File: src/rtl/pwr_mode_pkg.sv
package pwr_mode_pkg;

    typedef enum logic [1:0] {
        PM_RUN   = 2'd0,
        PM_IDLE  = 2'd1,
        PM_SLEEP = 2'd2
    } pm_state_e;

    typedef enum logic [1:0] {
        WK_NONE = 2'd0,
        WK_IRQ  = 2'd1,
        WK_WDT  = 2'd2,
        WK_RST  = 2'd3
    } wk_cause_e;

    typedef struct packed {
        pm_state_e state;
        logic      wdt_clr;
        logic      pulse;
        wk_cause_e cause;
        logic      first;
    } fsm_regs_t;

endpackage

File: src/rtl/pwr_wake_arb.sv
module pwr_wake_arb
    import pwr_mode_pkg::*;
#(
    parameter int N_IRQ = 8
) (
    input  logic [N_IRQ-1:0] irq_pending,
    input  logic [N_IRQ-1:0] irq_enable,
    input  logic             wdt_timeout,
    input  logic             rst_flag,
    output logic             wake_req,
    output wk_cause_e        wake_cause
);

    logic irq_hit;

    always_comb begin
        irq_hit = |(irq_pending & irq_enable);
        // priority: reset over watchdog over interrupt
        if (rst_flag)         wake_cause = WK_RST;
        else if (wdt_timeout) wake_cause = WK_WDT;
        else if (irq_hit)     wake_cause = WK_IRQ;
        else                  wake_cause = WK_NONE;
        wake_req = rst_flag | wdt_timeout | irq_hit;
    end

endmodule

File: src/rtl/pwr_mode_fsm.sv
module pwr_mode_fsm
    import pwr_mode_pkg::*;
(
    input  logic      clk,
    input  logic      rst_n,
    input  logic      cmd_valid,
    input  logic      cmd_mode,
    input  logic      wdt_enable,
    input  logic      wake_req,
    input  wk_cause_e wake_cause,
    output pm_state_e state,
    output logic      wdt_clr,
    output logic      wake_pulse,
    output wk_cause_e wake_cause_o,
    output logic      rst_flag
);

    localparam fsm_regs_t FSM_RESET = '{
        state:   PM_RUN,
        wdt_clr: 1'b0,
        pulse:   1'b0,
        cause:   WK_NONE,
        first:   1'b1
    };

    fsm_regs_t fsm_d, fsm_q;

    always_comb begin
        fsm_d         = fsm_q;
        fsm_d.wdt_clr = 1'b0;
        fsm_d.pulse   = 1'b0;
        fsm_d.cause   = WK_NONE;
        fsm_d.first   = 1'b0;
        case (fsm_q.state)
            PM_RUN: begin
                if (wake_req) begin
                    // a wake event blocks entry; only the reset cause is reported
                    if (fsm_q.first) begin
                        fsm_d.pulse = 1'b1;
                        fsm_d.cause = wake_cause;
                    end
                end else if (cmd_valid) begin
                    fsm_d.state   = cmd_mode ? PM_SLEEP : PM_IDLE;
                    fsm_d.wdt_clr = cmd_mode & wdt_enable;
                end
            end
            default: begin
                if (wake_req) begin
                    fsm_d.state = PM_RUN;
                    fsm_d.pulse = 1'b1;
                    fsm_d.cause = wake_cause;
                end
            end
        endcase
    end

    always_ff @(posedge clk or negedge rst_n) begin
        if (!rst_n) fsm_q <= FSM_RESET;
        else        fsm_q <= fsm_d;
    end

    assign state        = fsm_q.state;
    assign wdt_clr      = fsm_q.wdt_clr;
    assign wake_pulse   = fsm_q.pulse;
    assign wake_cause_o = fsm_q.cause;
    assign rst_flag     = fsm_q.first;

    assert_enter_R2: assert property (@(posedge clk) disable iff (!rst_n)
        (fsm_q.state == PM_RUN && cmd_valid && !wake_req) |=> (fsm_q.state != PM_RUN));

    assert_cmd_ignored_R2: assert property (@(posedge clk) disable iff (!rst_n)
        (fsm_q.state != PM_RUN && !wake_req) |=> $stable(fsm_q.state));

    assert_wdt_clr_sleep_R6: assert property (@(posedge clk) disable iff (!rst_n)
        fsm_q.wdt_clr |-> (fsm_q.state == PM_SLEEP));

    assert_wake_return_R7: assert property (@(posedge clk) disable iff (!rst_n)
        (fsm_q.state != PM_RUN && wake_req) |=> (fsm_q.state == PM_RUN && fsm_q.pulse));

    assert_cancel_R8: assert property (@(posedge clk) disable iff (!rst_n)
        (fsm_q.state == PM_RUN && wake_req) |=> (fsm_q.state == PM_RUN));

endmodule

File: src/rtl/pwr_osc_sel.sv
module pwr_osc_sel #(
    parameter int               SRC_W     = 3,
    parameter logic [SRC_W-1:0] RESET_SRC = '0
) (
    input  logic             clk,
    input  logic             rst_n,
    input  logic             wr,
    input  logic [SRC_W-1:0] wdata,
    input  logic             locked,
    input  logic             ack,
    input  logic             asleep,
    output logic             req,
    output logic [SRC_W-1:0] nosc,
    output logic [SRC_W-1:0] cur
);

    typedef struct packed {
        logic             req;
        logic [SRC_W-1:0] nosc;
        logic [SRC_W-1:0] cur;
    } osc_regs_t;

    localparam osc_regs_t OSC_RESET = '{req: 1'b0, nosc: RESET_SRC, cur: RESET_SRC};

    osc_regs_t osc_d, osc_q;

    always_comb begin
        osc_d = osc_q;
        if (ack && !asleep && osc_q.req) begin
            osc_d.cur = osc_q.nosc;
            osc_d.req = 1'b0;
        end
        if (wr && !locked) begin
            osc_d.nosc = wdata;
            osc_d.req  = 1'b1;
        end
    end

    always_ff @(posedge clk or negedge rst_n) begin
        if (!rst_n) osc_q <= OSC_RESET;
        else        osc_q <= osc_d;
    end

    assign req  = osc_q.req & ~asleep;
    assign nosc = osc_q.nosc;
    assign cur  = osc_q.cur;

    assert_locked_write_R9: assert property (@(posedge clk) disable iff (!rst_n)
        (wr && locked) |=> $stable(osc_q.nosc));

    assert_hold_source_R10: assert property (@(posedge clk) disable iff (!rst_n)
        asleep |=> $stable(osc_q.cur));

endmodule

File: src/rtl/pwr_mode_ctrl.sv
module pwr_mode_ctrl
    import pwr_mode_pkg::*;
#(
    parameter int               N_IRQ     = 8,
    parameter int               SRC_W     = 3,
    parameter logic [SRC_W-1:0] RESET_SRC = '0
) (
    input  logic             clk,
    input  logic             rst_n,
    input  logic             cmd_valid,
    input  logic             cmd_mode,
    input  logic [N_IRQ-1:0] irq_pending,
    input  logic [N_IRQ-1:0] irq_enable,
    input  logic             wdt_enable,
    input  logic             wdt_timeout,
    input  logic             cfg_locked,
    input  logic             osc_wr,
    input  logic [SRC_W-1:0] osc_wdata,
    input  logic             osc_ack,
    output logic [1:0]       mode_o,
    output logic             cpu_clk_en,
    output logic             periph_clk_en,
    output logic             sysclk_src_en,
    output logic             clkmon_en,
    output logic             lp_osc_en,
    output logic             wdt_clr,
    output logic             wake_pulse,
    output logic [1:0]       wake_cause,
    output logic             osc_req,
    output logic [SRC_W-1:0] osc_sel,
    output logic [SRC_W-1:0] cur_src
);

    pm_state_e state;
    wk_cause_e arb_cause;
    wk_cause_e pulse_cause;
    logic      wake_req;
    logic      rst_flag;
    logic      in_sleep;

    pwr_wake_arb #(.N_IRQ(N_IRQ)) u_arb (
        .irq_pending (irq_pending),
        .irq_enable  (irq_enable),
        .wdt_timeout (wdt_timeout),
        .rst_flag    (rst_flag),
        .wake_req    (wake_req),
        .wake_cause  (arb_cause)
    );

    pwr_mode_fsm u_fsm (
        .clk          (clk),
        .rst_n        (rst_n),
        .cmd_valid    (cmd_valid),
        .cmd_mode     (cmd_mode),
        .wdt_enable   (wdt_enable),
        .wake_req     (wake_req),
        .wake_cause   (arb_cause),
        .state        (state),
        .wdt_clr      (wdt_clr),
        .wake_pulse   (wake_pulse),
        .wake_cause_o (pulse_cause),
        .rst_flag     (rst_flag)
    );

    assign in_sleep = (state == PM_SLEEP);

    pwr_osc_sel #(.SRC_W(SRC_W), .RESET_SRC(RESET_SRC)) u_osc (
        .clk    (clk),
        .rst_n  (rst_n),
        .wr     (osc_wr),
        .wdata  (osc_wdata),
        .locked (cfg_locked),
        .ack    (osc_ack),
        .asleep (in_sleep),
        .req    (osc_req),
        .nosc   (osc_sel),
        .cur    (cur_src)
    );

    always_comb begin
        mode_o        = state;
        wake_cause    = pulse_cause;
        cpu_clk_en    = (state == PM_RUN);
        periph_clk_en = !in_sleep;
        sysclk_src_en = !in_sleep;
        clkmon_en     = !in_sleep;
        lp_osc_en     = !in_sleep || wdt_enable;
    end

    assert_idle_gating_R3: assert property (@(posedge clk) disable iff (!rst_n)
        (mode_o == 2'd1) |-> (!cpu_clk_en && periph_clk_en && sysclk_src_en && clkmon_en));

    assert_sleep_gating_R4: assert property (@(posedge clk) disable iff (!rst_n)
        (mode_o == 2'd2) |-> !(cpu_clk_en || periph_clk_en || sysclk_src_en || clkmon_en));

    assert_pulse_in_run_R7: assert property (@(posedge clk) disable iff (!rst_n)
        wake_pulse |-> (mode_o == 2'd0 && wake_cause != 2'd0));

endmodule

File: config.mk
export PLATFORM = sky130hd
export DESIGN_NAME = pwr_mode_ctrl
export DESIGN_NICKNAME = d
export VERILOG_FILES = /design/src/rtl/pwr_mode_pkg.sv /design/src/rtl/pwr_wake_arb.sv /design/src/rtl/pwr_mode_fsm.sv /design/src/rtl/pwr_osc_sel.sv /design/src/rtl/pwr_mode_ctrl.sv
export SDC_FILE = /design/constraint.sdc
export NUM_CORES = 1
export LEC_CHECK = 0
export BUFFER_PORTS_ARGS = -buffer_cell sky130_fd_sc_hd__buf_2
export CAP_MARGIN = 10
export CORE_UTILIZATION = 39
export CTS_CLUSTER_DIAMETER = 100
export CTS_CLUSTER_SIZE = 40
export DETAILED_ROUTE_END_ITERATION = 7
export GPL_ROUTABILITY_DRIVEN = 0
export PLACE_DENSITY = 0.86
export SLEW_MARGIN = 20
export SYNTH_ARGS = -nofsm -noshare
export SYNTH_HDL_FRONTEND = slang
export SYNTH_SLANG_ARGS = --single-unit
File: constraint.sdc
create_clock -name clk -period 1.5 [get_ports clk]
set_clock_uncertainty 0.05 [all_clocks]
set_input_delay 0.15 -clock clk [delete_from_list [all_inputs] [get_ports clk]]
set_output_delay 0.15 -clock clk [all_outputs]
set_load 0.02 [all_outputs]
# [Word level (Yosys, flattened, before mapping)]
# Cells that the tools add are included.
[word_totals] word_cells=43 out_inout_bits=18 in_bits=28 register_bits=14
[classes] bitwise_logic=6 n_mux=15 eq_ne=2 reduce_logical=12
[ops] operator="2-to-1 mux 3 bit" n=6
[ops] operator="2-to-1 mux 2 bit" n=5
[ops] operator="bitwise AND 8 bit" n=1
[ops] operator="OR reduction 8 bit" n=1
[ops] operator="nonzero test 2 bit" n=3
[ops] operator="2-to-1 mux 4 bit" n=1
[ops] operator="logical AND 1 bit" n=3
[ops] operator="2-to-1 mux 1 bit" n=3
[ops] operator="AND reduction 3 bit" n=1
[ops] operator="bitwise AND 1 bit" n=2
[ops] operator="equality test 2 bit, second input constant" n=1
[ops] operator="zero test 1 bit" n=2
[ops] operator="zero test 2 bit" n=1
[ops] operator="inequality test 2 bit, second input constant" n=1
[ops] operator="OR 1 bit" n=2
[ops] operator="logical OR 1 bit" n=1
[ops] operator="NOT 1 bit" n=1

# [Depth between registers and ports, before layout]
# Gate-level depths: netlist (run 1).
[depth] depth_word=8 mapped_depth=3

# [Hierarchy]
# From an unflattened synthesis (run 1), not the netlist that was laid out.
[unflattened] cells_unflattened=58 area_unflattened_um2=704.4
[modules_own_cells] module="pwr_osc_sel" instances=1 area_each_um2=347.8 cells_per_inst=24
[modules_own_cells] module="pwr_mode_fsm" instances=1 area_each_um2=250.2 cells_per_inst=19
[modules_own_cells] module="pwr_wake_arb" instances=1 area_each_um2=65.1 cells_per_inst=9
[modules_own_cells] module="pwr_mode_ctrl" instances=1 area_each_um2=41.3 cells_per_inst=6

# [Worst setup path before layout (run 1)]
# OpenSTA, ideal clock, no wires.
[synth_path] path_type="reg2reg" startpoint="register u_fsm.fsm_q (netlist bit u_fsm.state[0])" endpoint="register u_osc.osc_q (netlist bit u_osc.cur[0])" path_stages_with_launch=4 n_path_buf=0 synth_period_minus_slack_ps=1462 t_required_ps=1325 setup_ps=125 path_slack_ps=38 arrival_time_ps=1287 path_cell_list="dfrtp_1 -> nand2b_2 -> nand3_1 -> mux2_2"
[synth_via] elab_chain_cells=4
[synth_lines] item="start: declaration" line="pwr_mode_fsm.sv:26" text="fsm_regs_t fsm_d, fsm_q;"
[synth_lines] item="start signal: assignment" line="pwr_mode_fsm.sv:59" text="else fsm_q <= fsm_d;"
[synth_lines] item="equality test 2 bit" line="pwr_mode_ctrl.sv:65" text="assign in_sleep = (state == PM_SLEEP);"
[synth_lines] item="zero test 1 bit"
[synth_lines] item="named net clkmon_en" line="pwr_mode_ctrl.sv:24" text="output logic clkmon_en,"
[synth_lines] item="logical AND 1 bit (2 in series)" line="pwr_osc_sel.sv:29" text="if (ack && !asleep && osc_q.req) begin"
[synth_lines] item="end signal: assignment" line="pwr_osc_sel.sv:41" text="else osc_q <= osc_d;"
[synth_lines] item="end: declaration" line="pwr_osc_sel.sv:25" text="osc_regs_t osc_d, osc_q;"
# The timed path passes the listed nets, and every way through them passes these cells.
# A chain may end at the register's enable or synchronous reset.

# [Worst setup path in the final report (run 1)]
[layout_path] startpoint="register u_fsm.fsm_q (netlist bit u_fsm.state[0])" endpoint="output port cpu_clk_en"
[layout_via] elab_chain_cells=1
[layout_lines] item="zero test 2 bit" line="pwr_mode_ctrl.sv:83" text="cpu_clk_en = (state == PM_RUN);"
[layout_lines] item="end: declaration" line="pwr_mode_ctrl.sv:21" text="output logic cpu_clk_en,"
# No other way between the ends.

==> results of run 1 <==
-- critical path, cell delays in order (launching register included) --
cell	delay [ps]
dfrtp_1	390
buf_4	150
nor2_1	210
buf_2	220
-- kinds of logic (layout without fill, tap and decap cells) --
kind of cell    after synthesis  count (layout)  synth area share
mux                           6               6             0.103
other cells                   1               1           0.00571
buf+inv                       9              52            0.0971
compound gates                9               9             0.110
flops                        14              14             0.535
simple gates                 17              17             0.149
-- layout make-up --
type | instances | area, um^2
clock buffer | 4 | 36.3
multi-input combinational | 33 | 246
fill | 150 | 639
inverter | 1 | 3.75
sequential | 14 | 353
timing repair buffer | 47 | 243
tap | 16 | 20.0
-- per-stage QoR --
stage                     hold slack, ps  area, um^2  total power [mW]  setup WS (ps)  utilization
after global routing                44.9         902              1.02           2.21        0.585
after global placement            -0.728         842             0.700            202        0.546
after CTS                           44.5         901             0.986           15.1        0.584
after floorplan                     -196         657             0.657           37.9            -
final                               48.2         902             0.977           57.3        0.585
after detailed placement            8.93         842             0.713            120        0.546
-- power groups by stage --
stage                     Sequential (mW)  Combinational (mW)  Clock (mW)
after global placement              0.463               0.237           0
after CTS                           0.461               0.248       0.278
final                               0.461               0.245       0.271
after detailed placement            0.468               0.245           0
after floorplan                     0.465               0.192           0
after global routing                0.468               0.262       0.295
-- synth_stat cells --
cell,n,area share
buf_4,8,0.091
a22oi_1,3,0.034
nor3b_1,1,0.011
a22o_1,1,0.013
a21o_1,1,0.011
o21ba_2,1,0.015
nand3_1,2,0.015
nor3_1,4,0.030
nand4_1,1,0.0095
dfrtp_1,13,0.50
o31a_2,1,0.015
nor2b_1,1,0.0095
or3_4,1,0.017
or2_2,1,0.0095
a31oi_1,1,0.0095
conb_1,1,0.0057
dfstp_2,1,0.040
o21bai_1,1,0.011
mux2_2,6,0.10
and2_1,1,0.0095
inv_1,1,0.0057
nand2b_2,1,0.013
nor2_1,4,0.023
-- path summary, 6_finish.rpt --
kind,from,cells past startpoint,slack (ps),endpoint
worst max-delay path,u_fsm.state[0],3,60,cpu_clk_en
worst min-delay path,osc_wdata[1],2,50,u_osc.nosc[1]
worst max register to register,u_fsm.state[0],3,250,u_osc.cur[0]
worst min register to register,u_osc.osc_q[6],1,450,u_osc.osc_q[6]
max in group asynchronous,rst_n,2,850,u_fsm.rst_flag
min in group asynchronous,rst_n,2,260,u_fsm.wdt_clr
-- flip-flops by register name, summed over array words and instances (netlist names) --
signal and cells:
u_fsm.rst_flag 1, u_fsm.state 2, u_fsm.wake_cause_o 2, u_fsm.wake_pulse 1, u_fsm.wdt_clr 1, u_osc.cur 3, u_osc.nosc 3, u_osc.osc_q 1
-- per-layer routing --
metal,wire (um),GRT usage
met1,554,0.186
met2,770,0.291
met3,73,0.0383
met4,17,0.0667
met5,0,0
-- what timing repair did --
action / CTS / global route
gates resized for setup: 1 / 1
hold endpoints to repair: 14 / 0
setup buffers: 1 / 0
hold buffers: 1 / 0
endpoints found under the setup margin: 1 / 1
==> flow_summary.toml, run 1 <==
[floorplanning]
row_count = 14
fp.dieW_um = 43.0
dieArea_um2 = 1850
io_pins = 46
die_h_um = 43.0
start_util = 0.426
core_um2 = 1540

[power]
p_leak_nw = 0.453
combinationalPowerShare = 0.251
intPower_mw = 0.691
switching_power_mw = 0.287
power.density_nw_per_um2 = 1080
p_clk_frac = 0.277
swShare = 0.293
p_seq_frac = 0.472
max-vdd-ir-drop_mv = 0.747

[worst_setup_path]
path_class = "register to output port"
startpoint_type = "register"
crit_path_end_kind = "output port"
cp.required_ps = 1300
critPathArrivalTime_ps = 1240
cp_max_fo = 5

[layout]
final_cell_mix = "45 x buf_2, 12 x dfrtp_1, 6 x mux2_2"
nets = 128
diodes = 0
finalNonFillerCells = 115
final_common_cell = "buf_2"
synthToLayoutAreaGrowth_pct = 37.3
drive_gt1_frac = 0.636

[synth]
synthCells = 56
synth.net_count = 84
ys_ff_latch = 14
ys_seq_area_frac = 0.535
synth_area_um2 = 657
ys_warn_count = 0
ys_types = 23
postSynthAreaPerCell_um2 = 11.7

[flow_run]
cap_viol_max_count = 0

[route]
via_count = 568
wire_per_inst_um = 12.3
first_pass_iters = 4
totalWireLength_um = 1410
drc = 0
drt-initial-drc-count = 4
via_per_inst = 4.94
postRouteAntennaNets = 0

[placed_design]
dp_hpwl_um = 1140
portBuffers = 45
place_inst = 109

[grt]
antenna_found_initial = 0
grt_overflow_total = 0
grt_max_degree = 15
grt_pass1_wl_um = 2260
grt_pass1_vias = 542
grt_usage = 0.164

[clock_tree]
htree_levels = 1
clkTransAtPathRegs_ps = 80
cts_tree = "yes"
cts_max_path_buffers = 2
cts-root-buf = "clkbuf_4"
numCtsBuffers = 3
cts_num_sinks = 14
clock_latency_ps = 280

[timing]
post-route-min-period_ps = 1440
fin_tns_setup_ps = 0
period_share = 0.962
rsz0062_at_grt = "false"
hold_viol_final = 0
fmax_ghz = 0.693
maxSlewViolCount = 0
finalSetupViolations = 0

[worst_hold_path]
worstHoldPathType = "input port to register"

[run_status]
status = "complete, no violations"
Power figures use the tool's default switching activity.
==> inputs of run 2 (changes only) <==
REMOVE_ABC_BUFFERS = 1   (was default)
==> run 2 against run 1 <==
Net effect: fmax up 0.26%; combinational power about the same; non-clock buffer count rose by 1; global-route usage rose by 0.74 points; final cell count grew 0.87%; routed wire length increased by 0.64%; largest power group unchanged; sequential power is 2% lower; count of clock-buffer cells in the layout did not move; worst hold slack improved by 5.7 ps; total power fell by 0.41%.
==> flow_summary.toml, run 2 (synthesized netlist as in run 1, its figures left out) <==
[layout]
final_common_cell = "buf_2"
finalNonFillerCells = 116
diodes = 0
nets = 129
drive_gt1_frac = 0.640
nFillCells = 142
final_cell_mix = "44 x buf_2, 12 x dfrtp_1, 6 x mux2_2"
synthToLayoutAreaGrowth_pct = 39.4

[worst_setup_path]
rrSetupSlack_ps = 270
reg2reg_to = "u_osc.cur[2]"
path_class = "register to output port"
slowest_stage = "dfrtp_1"
critPathTopFamily = "simple AND/OR/NAND/NOR gates"
cpPeakStageDelay_ps = 390
crit_buf_inv = 1
path_cells = "nand2b_4 -> or2_2 -> buf_6"
crit_path_end_kind = "output port"
critPathArrivalTime_ps = 1240
startpoint_type = "register"
cp.required_ps = 1300
worst_r2r_path_depth = 3
r2r_start = "u_fsm.state[0]"
cp_max_fo = 5

[clock_tree]
clkTransAtPathRegs_ps = 90
htree_levels = 1
clock_latency_ps = 280
cts_max_path_buffers = 2
numCtsBuffers = 3
cts-root-buf = "clkbuf_4"
cts_num_sinks = 14
cts_tree = "yes"

[timing]
fmax_ghz = 0.695
post-route-min-period_ps = 1440
timing.hold.ws_ps = 53.9
fin_tns_setup_ps = 0
hold_viol_final = 0
maxSlewViolCount = 0
finalSetupViolations = 0
period_share = 0.959
rsz0062_at_grt = "false"

[power]
power.density_nw_per_um2 = 1060
max-vdd-ir-drop_mv = 0.501
power.total_mw = 0.973
p_leak_nw = 0.461

[grt]
grt_pass1_vias = 565
grt_pass1_wl_um = 2320
grt_max_degree = 15
grt_usage = 0.171
grt_overflow_total = 0
antenna_found_initial = 0

[placed_design]
dp_hpwl_um = 1110
place_inst = 109
portBuffers = 45

[route]
totalWireLength_um = 1420
wl_met1_um = 589
via_per_inst = 4.84
drt-initial-drc-count = 7
wl_met2_um = 764
highest_layer = "met4"
drc = 0
met3WireLength_um = 47
first_pass_iters = 4
via_count = 561
postRouteAntennaNets = 0
wire_per_inst_um = 12.3

[floorplanning]
core_um2 = 1540
start_util = 0.426
die_h_um = 43.0
dieArea_um2 = 1850
row_count = 14
fp.dieW_um = 43.0
io_pins = 46

[worst_hold_path]
worstHoldPathType = "input port to register"
worstHoldStart = "osc_wdata[1]"
whs_endpoint = "u_osc.nosc[1]"
min_path_cells = 2

[run_status]
status = "complete, no violations"

[flow_run]
cap_viol_max_count = 0
run 2: worst max-delay path by stage:
stage                         startpoint           end  slack, ps  depth (start not counted)
after floorplan           u_fsm.state[0]  u_osc.cur[0]       -120                          3
after global placement    u_fsm.state[0]  u_osc.cur[2]        190                          3
after detailed placement  u_fsm.state[0]  u_osc.cur[2]        140                          3
after CTS                 u_fsm.state[0]     lp_osc_en         40                          3
after global routing      u_fsm.state[0]     lp_osc_en         10                          3
final                     u_fsm.state[0]     lp_osc_en         60                          3
run 2: routing by layer:
layer / up-vias / global-route usage
met5: - / 0
met4: 0 / 0.109
met3: 2 / 0.0170
met2: 21 / 0.315
met1: 260 / 0.182
li1: 278 / -
run 2: timing repair:
item / CTS / global route
gates resized for setup: 2 / 2
hold endpoints to repair: 14 / 0
buffers inserted: 1 / 1
hold buffers: 1 / 0
endpoints found under the setup margin: 1 / 1
run 2: cell type report:
class | instances | area [um^2] | share of cell area
inverters | 1 | 3.75 | 0.00410
flip-flops and latches | 14 | 353 | 0.385
clock buffers | 4 | 36.3 | 0.0396
well taps | 16 | 20.0 | 0.0219
repair buffers | 48 | 256 | 0.280
multi-input cells | 33 | 246 | 0.269
run 2: power breakdown:
group | total (mW) | internal (mW) | switching [mW] | leakage, nW
registers | 0.454 | 0.429 | 0.0252 | 0.168
logic | 0.246 | 0.114 | 0.132 | 0.271
clock network | 0.273 | 0.148 | 0.125 | 0.0210
run 2: metrics by stage:
stage | setup slack, ps | utilization | instance area (um^2)
global route | 14.1 | 0.594 | 916
finish | 61.0 | 0.594 | 916
CTS | 42.6 | 0.585 | 902
floorplan | -118 | - | 597
global placement | 193 | 0.546 | 842
detailed placement | 144 | 0.546 | 842
